File: config.mk
export PLATFORM = sky130hd
export DESIGN_NAME = rx_frame_dma
export DESIGN_NICKNAME = d
export VERILOG_FILES = /design/src/rtl/rxdma_pkg.sv /design/src/rtl/rxdma_byte_ctr.sv /design/src/rtl/rxdma_wr_path.sv /design/src/rtl/rxdma_ctrl.sv /design/src/rtl/rx_frame_dma.sv
export SDC_FILE = /design/constraint.sdc
export NUM_CORES = 1
export LEC_CHECK = 0
export BUFFER_PORTS_ARGS = -buffer_cell sky130_fd_sc_hd__clkbuf_2
export CAP_MARGIN = 20
export CORE_MARGIN = 5
export CORE_UTILIZATION = 52
export DETAILED_ROUTE_END_ITERATION = 8
export PLACE_DENSITY = 0.83
export SLEW_MARGIN = 5
export SYNTH_ARGS = -nofsm -noshare
export SYNTH_HDL_FRONTEND = slang
export SYNTH_SLANG_ARGS = --single-unit
File: constraint.sdc
create_clock -name clk -period 3 [get_ports clk]
set_input_delay 0.15 -clock clk [delete_from_list [all_inputs] [get_ports clk]]
set_output_delay 0.15 -clock clk [all_outputs]
set_load 0.05 [all_outputs]
File: src/rtl/rxdma_pkg.sv
package rxdma_pkg;
    typedef enum logic [2:0] {
        ST_IDLE  = 3'd0,
        ST_ALLOC = 3'd1,
        ST_XFER  = 3'd2,
        ST_CNT   = 3'd3,
        ST_QUEUE = 3'd4,
        ST_REL   = 3'd5,
        ST_WAIT  = 3'd6
    } rx_st_e;
endpackage

File: src/rtl/rxdma_byte_ctr.sv
module rxdma_byte_ctr #(
    parameter int CW        = 11,
    parameter int MAX_BYTES = 1532
) (
    input  logic          clk,
    input  logic          rst_n,
    input  logic          clr,
    input  logic          inc,
    output logic [CW-1:0] count,
    output logic          at_limit
);
    logic [CW-1:0] cnt_d, cnt_q;

    always_comb begin
        cnt_d = cnt_q;
        if (clr)      cnt_d = '0;
        else if (inc) cnt_d = cnt_q + CW'(1);
    end

    always_ff @(posedge clk or negedge rst_n) begin
        if (!rst_n) cnt_q <= '0;
        else        cnt_q <= cnt_d;
    end

    assign count    = cnt_q;
    assign at_limit = (cnt_q == CW'(MAX_BYTES));


    ctr_max_chk: assert property (@(posedge clk) disable iff (!rst_n)
        cnt_q <= CW'(MAX_BYTES));


    ctr_step_chk: assert property (@(posedge clk) disable iff (!rst_n)
        (inc && !clr) |=> cnt_q == $past(cnt_q) + CW'(1));
endmodule

File: src/rtl/rxdma_wr_path.sv
module rxdma_wr_path #(
    parameter int AW        = 11,
    parameter int HDR_BYTES = 4,
    parameter int CNT_OFS   = 2
) (
    input  logic          data_req,
    input  logic          cnt_req,
    input  logic [7:0]    fifo_data,
    input  logic [AW-1:0] count,
    input  logic          gnt,
    output logic          wr_req,
    output logic [AW-1:0] wr_addr,
    output logic [15:0]   wr_data,
    output logic          wr_word,
    output logic          fifo_pop
);
    always_comb begin
        wr_req   = data_req | cnt_req;
        wr_word  = cnt_req;
        fifo_pop = data_req & gnt;
        if (cnt_req) begin
            wr_addr = AW'(CNT_OFS);
            wr_data = 16'(count) + 16'(HDR_BYTES);
        end else begin
            wr_addr = AW'(HDR_BYTES) + count;
            wr_data = {8'h00, fifo_data};
        end
    end
endmodule

File: src/rtl/rxdma_ctrl.sv
module rxdma_ctrl
    import rxdma_pkg::*;
#(
    parameter int PKT_W = 6
) (
    input  logic             clk,
    input  logic             rst_n,
    input  logic             start,
    input  logic             fifo_empty,
    input  logic             filt_vld,
    input  logic             filt_hit,
    input  logic             frame_end,
    input  logic             crc_good,
    input  logic             keep_bad,
    input  logic             alloc_ack,
    input  logic             alloc_ok,
    input  logic [PKT_W-1:0] alloc_pkt,
    input  logic             rel_ack,
    input  logic             push_ack,
    input  logic             wr_gnt,
    input  logic             at_limit,
    output logic             alloc_req,
    output logic             rel_req,
    output logic             push_req,
    output logic [PKT_W-1:0] pkt,
    output logic             abort,
    output logic             ctr_clr,
    output logic             ctr_inc,
    output logic             data_req,
    output logic             cnt_req
);
    typedef struct packed {
        rx_st_e           st;
        logic [PKT_W-1:0] pkt;
        logic             abort;
        logic             done;
        logic             crc;
        logic             mseen;
        logic             mok;
    } ctrl_s;

    ctrl_s r_d, r_q;
    logic  done_now, crc_now, mseen_now, mok_now;

    always_comb begin
        r_d       = r_q;
        alloc_req = 1'b0;
        rel_req   = 1'b0;
        push_req  = 1'b0;
        ctr_clr   = 1'b0;
        ctr_inc   = 1'b0;
        data_req  = 1'b0;
        cnt_req   = 1'b0;
        done_now  = r_q.done | frame_end;
        crc_now   = frame_end ? crc_good : r_q.crc;
        mseen_now = r_q.mseen | filt_vld;
        mok_now   = filt_vld ? filt_hit : r_q.mok;
        if (r_q.st != ST_IDLE) begin
            r_d.done  = done_now;
            r_d.crc   = crc_now;
            r_d.mseen = mseen_now;
            r_d.mok   = mok_now;
        end
        unique case (r_q.st)
            ST_IDLE: begin
                if (start) begin
                    r_d.st    = ST_ALLOC;
                    r_d.abort = 1'b0;
                    r_d.done  = 1'b0;
                    r_d.crc   = 1'b0;
                    r_d.mseen = 1'b0;
                    r_d.mok   = 1'b0;
                    ctr_clr   = 1'b1;
                end
            end
            ST_ALLOC: begin
                alloc_req = 1'b1;
                if (alloc_ack) begin
                    if (alloc_ok) begin
                        r_d.pkt = alloc_pkt;
                        r_d.st  = ST_XFER;
                    end else begin
                        r_d.st  = done_now ? ST_IDLE : ST_WAIT;
                    end
                end
            end
            ST_XFER: begin
                if (mseen_now && !mok_now) begin
                    r_d.st = ST_REL;
                end else if (!fifo_empty && at_limit) begin
                    r_d.abort = 1'b1;
                    r_d.st    = ST_REL;
                end else if (!fifo_empty) begin
                    data_req = 1'b1;
                    ctr_inc  = wr_gnt;
                end else if (done_now && mseen_now) begin
                    r_d.st = (crc_now || keep_bad) ? ST_CNT : ST_REL;
                end
            end
            ST_CNT: begin
                cnt_req = 1'b1;
                if (wr_gnt) r_d.st = ST_QUEUE;
            end
            ST_QUEUE: begin
                push_req = 1'b1;
                if (push_ack) r_d.st = ST_IDLE;
            end
            ST_REL: begin
                rel_req = 1'b1;
                if (rel_ack) r_d.st = done_now ? ST_IDLE : ST_WAIT;
            end
            ST_WAIT: begin
                if (done_now) r_d.st = ST_IDLE;
            end
            default: r_d.st = ST_IDLE;
        endcase
    end

    always_ff @(posedge clk or negedge rst_n) begin
        if (!rst_n) begin
            r_q <= '{st: ST_IDLE, pkt: '0, abort: 1'b0, done: 1'b0,
                     crc: 1'b0, mseen: 1'b0, mok: 1'b0};
        end else begin
            r_q <= r_d;
        end
    end

    assign pkt   = r_q.pkt;
    assign abort = r_q.abort;


    alloc_hold_chk: assert property (@(posedge clk) disable iff (!rst_n)
        (alloc_req && !alloc_ack) |=> alloc_req);


    start_ignored_chk: assert property (@(posedge clk) disable iff (!rst_n)
        (start && r_q.st != ST_IDLE) |=> !ctr_clr);


    no_match_rel_chk: assert property (@(posedge clk) disable iff (!rst_n)
        (r_q.st == ST_XFER && filt_vld && !filt_hit) |=> rel_req);


    one_exit_chk: assert property (@(posedge clk) disable iff (!rst_n)
        !(rel_req && push_req));


    abort_rel_chk: assert property (@(posedge clk) disable iff (!rst_n)
        $rose(abort) |-> rel_req);


    write_needs_byte_chk: assert property (@(posedge clk) disable iff (!rst_n)
        data_req |-> !fifo_empty);
endmodule

File: src/rtl/rx_frame_dma.sv
module rx_frame_dma #(
    parameter int ADDR_W    = 11,
    parameter int PKT_W     = 6,
    parameter int MAX_BYTES = 1532,
    parameter int HDR_BYTES = 4,
    parameter int CNT_OFS   = 2
) (
    input  logic              clk,
    input  logic              rst_n,
    input  logic              mac_rx_start,
    input  logic              mac_fifo_empty,
    input  logic [7:0]        mac_fifo_data,
    output logic              mac_fifo_pop,
    input  logic              filt_valid,
    input  logic              filt_hit,
    input  logic              mac_frame_end,
    input  logic              mac_crc_good,
    input  logic              cfg_keep_bad_crc,
    output logic              mmu_alloc_req,
    input  logic              mmu_alloc_ack,
    input  logic              mmu_alloc_ok,
    input  logic [PKT_W-1:0]  mmu_alloc_pkt,
    output logic              mmu_rel_req,
    output logic [PKT_W-1:0]  mmu_rel_pkt,
    input  logic              mmu_rel_ack,
    output logic              mem_wr_req,
    input  logic              mem_wr_gnt,
    output logic [ADDR_W-1:0] mem_wr_addr,
    output logic [15:0]       mem_wr_data,
    output logic              mem_wr_word,
    output logic              rxq_push_req,
    output logic [PKT_W-1:0]  rxq_push_pkt,
    input  logic              rxq_push_ack,
    output logic              rx_abort
);
    localparam int CW = ADDR_W;

    logic             ctr_clr, ctr_inc, at_limit, data_req, cnt_req;
    logic [CW-1:0]    count;
    logic [PKT_W-1:0] pkt;

    rxdma_ctrl #(.PKT_W(PKT_W)) u_ctrl (
        .clk       (clk),
        .rst_n     (rst_n),
        .start     (mac_rx_start),
        .fifo_empty(mac_fifo_empty),
        .filt_vld  (filt_valid),
        .filt_hit  (filt_hit),
        .frame_end (mac_frame_end),
        .crc_good  (mac_crc_good),
        .keep_bad  (cfg_keep_bad_crc),
        .alloc_ack (mmu_alloc_ack),
        .alloc_ok  (mmu_alloc_ok),
        .alloc_pkt (mmu_alloc_pkt),
        .rel_ack   (mmu_rel_ack),
        .push_ack  (rxq_push_ack),
        .wr_gnt    (mem_wr_gnt),
        .at_limit  (at_limit),
        .alloc_req (mmu_alloc_req),
        .rel_req   (mmu_rel_req),
        .push_req  (rxq_push_req),
        .pkt       (pkt),
        .abort     (rx_abort),
        .ctr_clr   (ctr_clr),
        .ctr_inc   (ctr_inc),
        .data_req  (data_req),
        .cnt_req   (cnt_req)
    );

    rxdma_byte_ctr #(.CW(CW), .MAX_BYTES(MAX_BYTES)) u_ctr (
        .clk     (clk),
        .rst_n   (rst_n),
        .clr     (ctr_clr),
        .inc     (ctr_inc),
        .count   (count),
        .at_limit(at_limit)
    );

    rxdma_wr_path #(.AW(ADDR_W), .HDR_BYTES(HDR_BYTES), .CNT_OFS(CNT_OFS)) u_wr (
        .data_req (data_req),
        .cnt_req  (cnt_req),
        .fifo_data(mac_fifo_data),
        .count    (count),
        .gnt      (mem_wr_gnt),
        .wr_req   (mem_wr_req),
        .wr_addr  (mem_wr_addr),
        .wr_data  (mem_wr_data),
        .wr_word  (mem_wr_word),
        .fifo_pop (mac_fifo_pop)
    );

    assign mmu_rel_pkt  = pkt;
    assign rxq_push_pkt = pkt;


    cnt_then_push_chk: assert property (@(posedge clk) disable iff (!rst_n)
        (mem_wr_req && mem_wr_word && mem_wr_gnt) |=> rxq_push_req);
endmodule

==> reports/qor.yml <==
power:
  report.power.total_mw: 1.88
  sequentialPowerShare: 0.291
  pwr-share-comb: 0.626
  pwr_density_cell_nw_per_um2: 870
  switching_share: 0.576
  power.net_switching_mw: 1.08
  cell_internal_pwr_mw: 0.796
  ir_worst_vdd_uv: 442
  cellLeakagePower_nw: 1.07
  pwr-share-clk: 0.083
yosys:
  netlist.top_cell.by_area: "sky130_fd_sc_hd__dfrtp_1"
  yosysTopAreaCellShare: 0.337
  synth-main-ff-cell: "sky130_fd_sc_hd__dfrtp_1"
  synth.ff_latch_count: 25
  synth.cells.most_frequent: "26 x sky130_fd_sc_hd__nor2_1, 25 x sky130_fd_sc_hd__dfrtp_1, 20 x sky130_fd_sc_hd__nand2_1"
  syn-cell-area_um2: 1850
  postSynth.asyncResetShare: 1.00
  synth-warning-count: 0
  synth_most_common_cell: "sky130_fd_sc_hd__nor2_1"
  mean_syn_cell_area_um2: 8.62
  synth_enable_flop_cells: 0
  synth-seq-area-share: 0.337
  synth.distinct_cells: 46
  synth_cells: 215
  ys_top_cells_by_area: "sky130_fd_sc_hd__dfrtp_1 34%, sky130_fd_sc_hd__buf_4 6.5%, sky130_fd_sc_hd__nor2_1 5.3%"
setup_path:
  critical_path_peak_fanout: 7
  setup.worst_path.end_class: "output pin"
  critical-path-slowest-cell: "sky130_fd_sc_hd__o31ai_2"
  criticalPathCategory: "reg2out"
  critical_path.max_stage_delay_ns: 0.63
  reg2reg_to: "u_ctr.count[2]"
  path_buf_inv: 1
  r2r_start: "u_ctr.count[2]"
  path_delay_family: "compound AO/OA/AOI/OAI gates"
  critical_path.startpoint_type: "flip-flop"
  critical_path_arrival_ns: 2.31
  critical_path_required_ns: 2.85
  timing.reg2reg.worst_path_depth: 6
  rrSetupSlack_ns: 0.91
  cp_cell_sequence: "ha_1, nand3_2, o31ai_2, o21ai_1, clkbuf_2"
routing:
  drt_first_pass_iters: 4
  drt_wl_total_um: 4140
  vias_per_cell: 5.24
  drt_iter0_drc: 61
  detail-route-antenna-nets: 0
  routed_wire_length_per_instance_um: 13.1
  drc_errors: 0
  route.vias.total: 1652
die:
  floorplan.initialDensity: 0.547
  die-width_um: 69.7
  ios: 74
  core_area_um2: 3390
  die_footprint_um2: 4860
  placement_rows: 21
  die_h_um: 69.7
grt:
  overflow: 0
  grt.total_usage: 0.175
  grt_start_max_net_pins: 26
  initial_antenna_violation_count: 0
  via_count_of_the_first_global_routing_pass: 1605
  wire_length_of_the_first_global_routing_pass_um: 7190
cells_and_area:
  filler_cell_count: 301
  multiInputGateArea_um2: 1040
  final_layout_size_suffix_gt1_frac: 0.316
  final_nets: 301
  syn_to_final_growth_pct: 16.3
  utilization: 0.636
  final_design_area_no_fill_um2: 2160
  insertedDiodeCount: 0
  sequential_cell_area_um2: 626
sta:
  rsz0062_at_grt: "no"
  finalCriticalPeriod_ns: 2.46
  worst_slew_pin_slew_ns: 0.639
  slew_limit_headroom: 0.571
  setup_violations: 0
  setup_skew_after_layout_ns: 0.00212
  final.period_utilization: 0.819
  setup_total_negative_slack_ns: 0
  hold_viol: 0
  fmax_mhz: 407
  final-max-slew-violation-count: 0
min_path:
  whs_path_depth: 2
  hold_path_end: "u_ctrl.pkt[2]"
  hold_path_startpoint: "mmu_alloc_pkt[2]"
  worstHoldPathType: "in2reg"
clock_tree:
  cts_sinks: 25
  cts_tree: "yes"
  root_buffer_cell: "sky130_fd_sc_hd__clkbuf_4"
  h-tree-depth: 1
  cts-root-to-sink-buffers: 2
  number_of_buffers_created_by_cts: 3
  clk_pin_slew_worst_paths_ns: 0.14
  clk_latency_ns: 0.32
  post_cts_resized: 0
status:
  outcome: "completed"
flow_run:
  max_cap_violations: 0
place:
  place.detailed.hpwl_um: 3280
  routability_cong: 0.870
  placed_cell_areas_um2: 2120
  numPortBuffers: 69
==> final cells by class <==
cell class / instances / area share
repair buffers: 71 / 0.168
flip-flops and latches: 25 / 0.290
multi-input cells: 159 / 0.484
inverters: 10 / 0.0174
well taps: 46 / 0.0267
clock inverters: 1 / 0.00348
clock buffers: 3 / 0.0104
==> cell usage in the layout (no fill, tap or decap), drive strengths merged, types with 4 or more instances in the layout <==
master / n
clkbuf: 72
nor2: 26
dfrtp: 25
nand2: 20
o21ai: 15
nand3: 11
inv: 10
xnor2: 9
mux2: 7
nor4: 6
xor2: 5
nor3: 5
and3: 4
and2: 4
nor2b: 4
conb: 4
==> metal layers <==
layer	global-route usage	routed length [µm]	vias to the layer above	share of wire
li1	-	-	838	-
met1	0.209	1800	778	0.43
met2	0.326	2120	34	0.51
met3	0.0333	194	2	0.047
met4	0.0298	27	0	0.0065
met5	0	0	-	0
==> cell families (layout without fill, tap and decap cells) <==
family	after synthesis	count (layout)	share of synthesized area
and+or+nand+nor	95	95	0.281
buffers and inverters	34	85	0.106
xor gates and xnor gates	14	14	0.0661
adders and majority gates	3	3	0.0202
muxes	9	9	0.0533
DFF	25	25	0.337
AOI/OAI and AO/OA	34	34	0.134
other	1	4	0.00202
==> flip-flops by register name, indices dropped and copies added (netlist names) <==
name          count
u_ctr.count      11
u_ctrl.pkt        6
u_ctrl.r_q        7
u_ctrl.abort      1
==> worst max-delay path by stage <==
stage              startpoint  cells after the start             end  slack, ns
3_5_place_dp   u_ctr.count[2]                      5      mem_wr_req       0.93
6_report       u_ctr.count[2]                      5      mem_wr_req       0.54
5_1_grt        u_ctr.count[2]                      5      mem_wr_req       0.38
2_1_floorplan  u_ctrl.r_q[12]                      4  mem_wr_data[4]       0.69
3_3_place_gp   u_ctr.count[2]                      5      mem_wr_req       0.96
4_1_cts        u_ctr.count[2]                      5      mem_wr_req       0.55
==> power by group through the flow <==
stage	Sequential (mW)	Clock (mW)	Combinational (mW)
after floorplan	0.494	0	1.12
after global placement	0.545	0	1.17
after detailed placement	0.554	0	1.18
after CTS	0.545	0.159	1.18
after global routing	0.565	0.171	1.25
final	0.546	0.156	1.17
==> timing repair <==
item / 4_1_cts / 5_1_grt
setup buffers: 0 / 0
hold endpoints to repair: 25 / 0
hold buffers: 1 / 0
==> metrics by stage <==
step                setup WS (ns)  hold WS (ns)  instances
detailed placement          0.927         0.187        310
global route                0.382        0.0245        315
finish                      0.544        0.0249        315
CTS                         0.551        0.0286        315
floorplan                   0.690        -0.146        218
global placement            0.959         0.190        310
Power figures use the tool's default switching activity.
